$ cat config.mk
export PLATFORM = sky130hd
export DESIGN_NAME = qenc_irq_counter
export DESIGN_NICKNAME = d
export VERILOG_FILES = /design/src/rtl/qenc_pkg.sv /design/src/rtl/qenc_decode.sv /design/src/rtl/qenc_channel.sv /design/src/rtl/qenc_irq_counter.sv
export SDC_FILE = /design/constraint.sdc
export NUM_CORES = 2
export LEC_CHECK = 0
export BUFFER_PORTS_ARGS = -buffer_cell sky130_fd_sc_hd__buf_2
export CAP_MARGIN = 10
export CORE_MARGIN = 5
export CORE_UTILIZATION = 29
export DETAILED_ROUTE_END_ITERATION = 6
export PLACE_DENSITY = 0.45
export SETUP_SLACK_MARGIN = 0.2
export SLEW_MARGIN = 20
export SYNTH_ARGS = -nofsm -noshare
export SYNTH_HDL_FRONTEND = slang
export SYNTH_SLANG_ARGS = --single-unit
$ cat constraint.sdc
create_clock -name clk -period 4.2 [get_ports clk]
set_input_delay 0 -clock clk [delete_from_list [all_inputs] [get_ports clk]]
set_output_delay 0 -clock clk [all_outputs]
set_load 0.005 [all_outputs]
$ cat src/rtl/qenc_pkg.sv
package qenc_pkg;
  typedef enum logic [1:0] {
    FN_CARRY        = 2'd0,
    FN_COMPARE      = 2'd1,
    FN_CARRY_BORROW = 2'd2,
    FN_INDEX        = 2'd3
  } flag_fn_e;

  typedef enum logic [1:0] {
    RES_HOLD = 2'd0,
    RES_X1   = 2'd1,
    RES_X2   = 2'd2,
    RES_X4   = 2'd3
  } res_e;

  localparam logic [7:0] ADDR_STATUS = 8'h10;
  localparam logic [7:0] ADDR_CHOP   = 8'h11;
  localparam logic [7:0] ADDR_CLEAR  = 8'h12;
  localparam logic [7:0] CHOP_RESET  = 8'h01;
  localparam logic [7:0] CHOP_ENABLE = 8'h04;
  localparam logic [3:0] OFS_MODE    = 4'd4;
  localparam logic [3:0] OFS_CTRL    = 4'd5;
endpackage

$ cat src/rtl/qenc_decode.sv
module qenc_decode
  import qenc_pkg::*;
#(
  parameter int SYNC = 2
) (
  input  logic clk,
  input  logic rst,
  input  logic a,
  input  logic b,
  input  logic idx,
  input  res_e res,
  output logic up,
  output logic dn,
  output logic idx_s
);
  logic [SYNC-1:0] sa, sb, si;
  logic [1:0] prev, cur;

  always_ff @(posedge clk) begin
    if (rst) begin
      sa <= '0;
      sb <= '0;
      si <= '0;
      prev <= 2'b00;
    end else begin
      sa <= {sa[SYNC-2:0], a};
      sb <= {sb[SYNC-2:0], b};
      si <= {si[SYNC-2:0], idx};
      prev <= cur;
    end
  end

  assign cur   = {sa[SYNC-1], sb[SYNC-1]};
  assign idx_s = si[SYNC-1];

  logic fwd, rev, a_edge;
  always_comb begin
    fwd = (prev == 2'b00 && cur == 2'b01) || (prev == 2'b01 && cur == 2'b11) ||
          (prev == 2'b11 && cur == 2'b10) || (prev == 2'b10 && cur == 2'b00);
    rev = (prev == 2'b01 && cur == 2'b00) || (prev == 2'b11 && cur == 2'b01) ||
          (prev == 2'b10 && cur == 2'b11) || (prev == 2'b00 && cur == 2'b10);
    a_edge = prev[1] ^ cur[1];
    case (res)
      RES_X4: begin up = fwd; dn = rev; end
      RES_X2: begin up = fwd & a_edge; dn = rev & a_edge; end
      RES_X1: begin
        up = (prev == 2'b01) && (cur == 2'b11);
        dn = (prev == 2'b11) && (cur == 2'b01);
      end
      default: begin up = 1'b0; dn = 1'b0; end
    endcase
  end
endmodule

$ cat src/rtl/qenc_channel.sv
module qenc_channel
  import qenc_pkg::*;
#(
  parameter int CW = 25,
  localparam int LW = CW - 1
) (
  input  logic          clk,
  input  logic          rst,
  input  logic          a,
  input  logic          b,
  input  logic          idx,
  input  logic          clr_all,
  input  logic          clr_tog,
  input  logic          reg_we,
  input  logic [3:0]    reg_sel,
  input  logic [7:0]    reg_wdata,
  output logic [CW-1:0] cnt,
  output logic [7:0]    mode_byte,
  output logic          flag_act,
  output logic          flag_pin,
  output logic          step
);
  res_e           res_q;
  flag_fn_e       fn_q;
  logic [LW-1:0]  preset_q;
  logic [CW-1:0]  cnt_q, cnt_n;
  logic           carry_n, borrow_n, cmp_n;
  logic           car_t, bor_t, cmp_t;
  logic           up, dn, idx_s;
  logic [31:0]    pre_tmp;

  qenc_decode #(.SYNC(2)) u_dec (
    .clk(clk), .rst(rst), .a(a), .b(b), .idx(idx), .res(res_q),
    .up(up), .dn(dn), .idx_s(idx_s)
  );

  // counter next state; a control write takes priority over a step
  always_comb begin
    cnt_n = cnt_q;
    car_t = 1'b0;
    bor_t = 1'b0;
    cmp_t = 1'b0;
    if (reg_we && reg_sel == OFS_CTRL && (reg_wdata[0] || reg_wdata[1])) begin
      cnt_n = reg_wdata[0] ? {1'b0, preset_q} : '0;
    end else if (up) begin
      if (cnt_q == {CW{1'b1}}) begin
        cnt_n = '0;
        car_t = 1'b1;
      end else cnt_n = cnt_q + CW'(1);
      cmp_t = (cnt_n == {1'b0, preset_q});
    end else if (dn) begin
      if (cnt_q == '0) begin
        cnt_n = {CW{1'b1}};
        bor_t = 1'b1;
      end else cnt_n = cnt_q - CW'(1);
      cmp_t = (cnt_n == {1'b0, preset_q});
    end
  end

  always_comb begin
    pre_tmp = 32'(preset_q);
    pre_tmp[8*reg_sel[1:0] +: 8] = reg_wdata;
  end

  always_ff @(posedge clk) begin
    if (rst) begin
      res_q <= RES_HOLD;
      fn_q <= FN_CARRY;
      preset_q <= '0;
    end else if (reg_we) begin
      if (reg_sel < 4'd3) preset_q <= pre_tmp[LW-1:0];
      if (reg_sel == OFS_MODE) begin
        res_q <= res_e'(reg_wdata[4:3]);
        fn_q <= flag_fn_e'(reg_wdata[1:0]);
      end
    end
  end

  always_ff @(posedge clk) begin
    if (rst || clr_all) begin
      cnt_q <= '0;
      carry_n <= 1'b1;
      borrow_n <= 1'b1;
      cmp_n <= 1'b1;
    end else begin
      cnt_q <= cnt_n;
      if (clr_tog) begin
        carry_n <= 1'b1;
        borrow_n <= 1'b1;
        cmp_n <= 1'b1;
      end else begin
        carry_n <= carry_n ^ car_t;
        borrow_n <= borrow_n ^ bor_t;
        cmp_n <= cmp_n ^ cmp_t;
      end
    end
  end

  always_comb begin
    case (fn_q)
      FN_CARRY:        flag_act = ~carry_n;
      FN_COMPARE:      flag_act = ~cmp_n;
      FN_CARRY_BORROW: flag_act = ~carry_n | ~borrow_n;
      default:         flag_act = idx_s;
    endcase
  end

  always_ff @(posedge clk) begin
    if (rst) flag_pin <= 1'b1;
    else     flag_pin <= (fn_q == FN_INDEX) ? flag_act : ~flag_act;
  end

  assign cnt       = cnt_q;
  assign mode_byte = {3'b000, res_q, 1'b0, fn_q};
  assign step      = up | dn;
endmodule

$ cat src/rtl/qenc_irq_counter.sv
module qenc_irq_counter
  import qenc_pkg::*;
#(
  parameter int NCH = 8,
  parameter int CW  = 25
) (
  input  logic           clk,
  input  logic           rst,
  input  logic [7:0]     bus_addr,
  input  logic           bus_we,
  input  logic [7:0]     bus_wdata,
  output logic [7:0]     bus_rdata,
  input  logic [NCH-1:0] enc_a,
  input  logic [NCH-1:0] enc_b,
  input  logic [NCH-1:0] enc_idx,
  output logic [NCH-1:0] flag_pin,
  output logic           irq
);
  logic [CW-1:0]     cnt_arr [NCH];
  logic [7:0]        mode_arr [NCH];
  logic [NCH*CW-1:0] cnt_flat;
  logic [NCH-1:0]    flag_act, step_v, status_q, w1c;
  logic              irq_en_q, clr_all, clr_tog;
  logic [7:0]        rd_n;

  assign clr_all = bus_we && bus_addr == ADDR_CHOP && bus_wdata == CHOP_RESET;
  assign clr_tog = bus_we && bus_addr == ADDR_CLEAR && bus_wdata == 8'h00;
  assign w1c     = (bus_we && bus_addr == ADDR_STATUS) ? bus_wdata[NCH-1:0] : '0;

  for (genvar i = 0; i < NCH; i++) begin : g_ch
    logic hit;
    assign hit = bus_addr[7] && (bus_addr[6:4] == 3'(i));
    qenc_channel #(.CW(CW)) u_ch (
      .clk(clk), .rst(rst), .a(enc_a[i]), .b(enc_b[i]), .idx(enc_idx[i]),
      .clr_all(clr_all), .clr_tog(clr_tog),
      .reg_we(bus_we && hit), .reg_sel(bus_addr[3:0]), .reg_wdata(bus_wdata),
      .cnt(cnt_arr[i]), .mode_byte(mode_arr[i]),
      .flag_act(flag_act[i]), .flag_pin(flag_pin[i]), .step(step_v[i])
    );
    assign cnt_flat[i*CW +: CW] = cnt_arr[i];
  end

  always_ff @(posedge clk) begin
    if (rst) irq_en_q <= 1'b0;
    else if (bus_we && bus_addr == ADDR_CHOP) begin
      if (bus_wdata == CHOP_RESET) irq_en_q <= 1'b0;
      else if (bus_wdata == CHOP_ENABLE) irq_en_q <= 1'b1;
    end
  end

  always_ff @(posedge clk) begin
    if (rst || clr_tog) status_q <= '0;
    else status_q <= (status_q | (flag_act & {NCH{irq_en_q}})) & ~w1c;
  end

  always_ff @(posedge clk) begin
    if (rst) irq <= 1'b0;
    else     irq <= irq_en_q & (|status_q);
  end

  always_comb begin
    logic [31:0] cx;
    rd_n = 8'h00;
    cx = '0;
    if (bus_addr == ADDR_STATUS) rd_n = 8'(status_q);
    else if (bus_addr == ADDR_CHOP) rd_n = {7'b0, irq_en_q};
    else if (bus_addr[7]) begin
      for (int i = 0; i < NCH; i++) begin
        if (bus_addr[6:4] == 3'(i)) begin
          cx = 32'(cnt_arr[i]);
          if (bus_addr[3:2] == 2'b00) rd_n = cx[8*bus_addr[1:0] +: 8];
          else if (bus_addr[3:0] == OFS_MODE) rd_n = mode_arr[i];
        end
      end
    end
  end

  always_ff @(posedge clk) begin
    if (rst) bus_rdata <= 8'h00;
    else     bus_rdata <= rd_n;
  end
endmodule

==> impl_metrics.env <==
export IMPL_outcome="finished, violations left"
export IMPL_violations="design-rule violations"
export IMPL_grt_max_degree=175
export IMPL_grt_setup_unrepaired="yes"
export IMPL_final_core_util_pct=33.34
export IMPL_h_tree_depth=3
export IMPL_path_cells="ha_1 -> and4_1 -> nand4_1 -> or4_1 -> o31a_1 -> a221oi_1 -> nand4_1 -> a22oi_1 -> mux2_2"
export IMPL_synth_cell_types=93
export IMPL_synth_edf_count=0
export IMPL_drt_pre_antenna_iters=7
export IMPL_crit_type="flop to flop"
export IMPL_root_buffer="clkbuf_16"
export IMPL_drt_iter0_drc=5790
export IMPL_viasPerCell=6.026
export IMPL_dp_hpwl_mm=156.8
export IMPL_max_slew_worst_pin_slew_ns=1.148
export IMPL_reg2reg_setup_slack_ns=0.36
export IMPL_place_gp_congestion=0.9586
export IMPL_power_frac_seq_pct=39.6
export IMPL_finish_instance_area_um2=50060
export IMPL_yosysSeqAreaShare_pct=24.54
export IMPL_layout_common_cells="778 x nor2_1, 594 x a21oi_1, 536 x dfxtp_1"
export IMPL_core_area_um2=150100
export IMPL_critPathTopFamily="simple AND/OR/NAND/NOR gates"
export IMPL_path_max_fanout=10
export IMPL_final_setup_skew_ns=0.03307
export IMPL_total_power_mw=13.05
export IMPL_dp_slack_ns=0.1819
export IMPL_worstPathBufferInverterCount=0
export IMPL_drc=2
export IMPL_crit_required_ns=4.78
export IMPL_vias=49300
export IMPL_synth_fp_nets=6255
export IMPL_p_switching_mw=3.403
export IMPL_grt_overflow_total=0
export IMPL_hold_viol_final=0
export IMPL_end_kind="flop"
export IMPL_fillCellCount=16040
export IMPL_p_comb_share_pct=6.0
export IMPL_fin_crit_sh_pct=91.53
export IMPL_reg2reg_depth=9
export IMPL_async_reset_ff_share_pct=0
export IMPL_start_util_pct=29.23
export IMPL_crit_top_cell="nand4_1"
export IMPL_crit_arrival_ns=4.43
export IMPL_layout_cells_non_filler=8181
export IMPL_syn2layout_area_growth_pct=14.06
export IMPL_insertion_delay_ns=0.70
export IMPL_hold_end="g_ch[6].u_ch.u_dec.sb[0]"
export IMPL_placed_cell_area_um2=46880
export IMPL_swShare_pct=26.07
export IMPL_syn_area_um2=43890
export IMPL_ant_nets=0
export IMPL_irDropWorstVdd_v=0.0002613
export IMPL_syn_inst=6189
export IMPL_cts_tree="yes"
export IMPL_clk_pin_slew_ns=0.06
export IMPL_setup_viol=0
export IMPL_groute_usage_overall_pct=25.95
export IMPL_antenna_found_initial=13
export IMPL_synth_avg_cell_area_um2=7.091
export IMPL_powerDensity_nw_per_um2=260.8
export IMPL_grt_pass1_wl_mm=314.6
export IMPL_p_int_mw=9.649
export IMPL_fmax_mhz=260.1
export IMPL_cts_num_sinks=538
export IMPL_startpoint_type="flop"
export IMPL_layout_drive_gt1_share_pct=10.23
export IMPL_die_width_um=399.0
export IMPL_ys_flop_type="dfxtp_1"
export IMPL_slowest_delay_ns=0.84
export IMPL_fin_nets=6168
export IMPL_hold_class="input pin to flop"
export IMPL_post_cts_setup_buffers=0
export IMPL_slew_headroom_pct=23.19
export IMPL_final_common_cell="nor2_1"
export IMPL_r2r_end="g_ch[7].u_ch.cmp_n"
export IMPL_die_area_um2=159200
export IMPL_port_buffers=59
export IMPL_grt_pass1_vias=45430
export IMPL_rr_startpoint="g_ch[7].u_ch.cnt[0]"
export IMPL_min_from="enc_b[6]"
export IMPL_leakage_nw=17.76
export IMPL_die_h_um=399.0
export IMPL_slowest_stage="or4_1"
export IMPL_synth_seq_cells=538
export IMPL_timing_hold_ws_ns=0.05603
export IMPL_rows=142
export IMPL_setup_ws_ns=0.3557
export IMPL_hold_path_depth=3
export IMPL_slew_viol_final=0
export IMPL_share_clk_of_total_power_pct=54.3
export IMPL_min_period_ns=3.844
export IMPL_io_pins=60
export IMPL_yosysWarnings=0
export IMPL_wl_per_cell_um=26.34
export IMPL_cts_inserted_buffers=75
export IMPL_fin_setup_tns_ns=0
export IMPL_drv_cap=0
export IMPL_clockBufferDepth=3
export IMPL_wirelength_mm=215.5
export IMPL_dpl_cell_count=7996
-- cell families (layout without fill, tap and decap cells) --
logic type               after synthesis  in the layout  share of synthesized area (%)
adder cells (fa/ha/maj)               23             23                         0.6557
AO/OA/AOI/OAI                       1798           1798                          26.25
buffers and inverters                683            653                          6.010
other                                  0              6                              0
multiplexers                         113            113                          2.848
AND/OR/NAND/NOR                     2607           2607                          30.44
flip-flops                           538            538                          24.54
XOR/XNOR                             427            427                          9.254
-- registers in the layout (all words and copies together) (netlist names), 16 cells and up --
name	count
g_ch.u_ch.u_dec.prev	16
g_ch.u_ch.u_dec.sa	16
g_ch.u_ch.preset_q	192
g_ch.u_ch.res_q	16
g_ch.u_ch.u_dec.sb	16
g_ch.u_ch.cnt	200
g_ch.u_ch.u_dec.si	16
g_ch.u_ch.fn_q	16
-- repair_timing --
item | in CTS | in global routing
gates cloned | 0 | 0
pin swaps | 0 | 0
resized for setup | 1 | 12
hold buffers | 45 | 0
endpoints found under the hold margin | 113 | 0
endpoints found under the setup margin | 1 | 6
-- layout make-up --
class	instances	area (um2)	area share, %
timing repair buffer	403	3053	6.099
antenna	6	15.01	0.03000
sequential	538	10770	21.52
clock inverter	28	508.0	1.015
tap	2016	2522	5.039
clock buffer	106	2156	4.307
inverter	116	435.4	0.8699
multi-input combinational	4968	30590	61.12
-- power groups by stage --
stage	clock network [mW]	registers (mW)	logic, mW
4_1_cts	7.27	5.17	0.764
2_1_floorplan	0	5.26	0.418
3_5_place_dp	0	5.28	0.730
5_1_grt	7.44	5.18	0.818
3_3_place_gp	0	5.28	0.730
6_report	7.09	5.18	0.785
-- layer usage --
metal  vias up  share of wire (%)  track usage (%)
met5         -              0.023                0
li1      22630                  -                -
met4         8                3.8            9.097
met1     23970                 45            36.73
met2      2278                 43            39.74
met3       417                8.0            4.343
-- cell usage after synthesis, types with 40 or more instances --
cell / n / area, um2
nor2b_1: 93 / 581.8
or4_1: 64 / 480.5
nor2_1: 791 / 2969
nand2b_1: 50 / 312.8
a22oi_1: 66 / 495.5
a211oi_1: 104 / 780.8
and4_1: 42 / 367.9
o22ai_1: 53 / 331.6
xnor2_1: 246 / 2155
nand3_1: 208 / 1041
nor4_1: 127 / 794.5
dfxtp_1: 538 / 10770
mux2i_1: 90 / 900.9
or3_1: 71 / 444.2
a31oi_1: 73 / 456.7
inv_1: 114 / 427.9
xor2_1: 158 / 1384
and3_1: 53 / 331.6
nor3_1: 199 / 996.0
or2_2: 40 / 250.2
nand2_1: 479 / 1798
a21oi_1: 596 / 2983
o31ai_1: 41 / 307.8
nor4b_1: 40 / 350.3
nand4_1: 130 / 813.3
clkbuf_1: 511 / 1918
a221oi_1: 75 / 656.9
o21ai_0: 385 / 1927
-- how the worst max path moves through the flow --
stage | start | endpoint | slack, ns | cells after the start
6_report | g_ch[7].u_ch.cnt[0] | g_ch[7].u_ch.cmp_n | 0.36 | 9
5_1_grt | g_ch[3].u_ch.cnt[1] | g_ch[3].u_ch.cmp_n | 0.19 | 10
4_1_cts | g_ch[7].u_ch.cnt[0] | g_ch[7].u_ch.cmp_n | 0.21 | 11
3_5_place_dp | g_ch[4].u_ch.cnt[0] | g_ch[4].u_ch.cmp_n | 0.18 | 10
3_3_place_gp | g_ch[4].u_ch.cnt[0] | g_ch[4].u_ch.cmp_n | 0.27 | 10
2_1_floorplan | g_ch[7].u_ch.cnt[0] | g_ch[7].u_ch.cmp_n | 0.50 | 14
-- worst register-to-register path: cells and delay by family (launching register included) --
| family | cells | cell delay (ns) |
|---|---|---|
| fa+ha+maj | 1 | 0.38 |
| flops | 1 | 0.48 |
| mux | 1 | 0.36 |
| simple gates | 4 | 1.78 |
| compound gates | 3 | 0.74 |
Power figures use the tool's default switching activity.
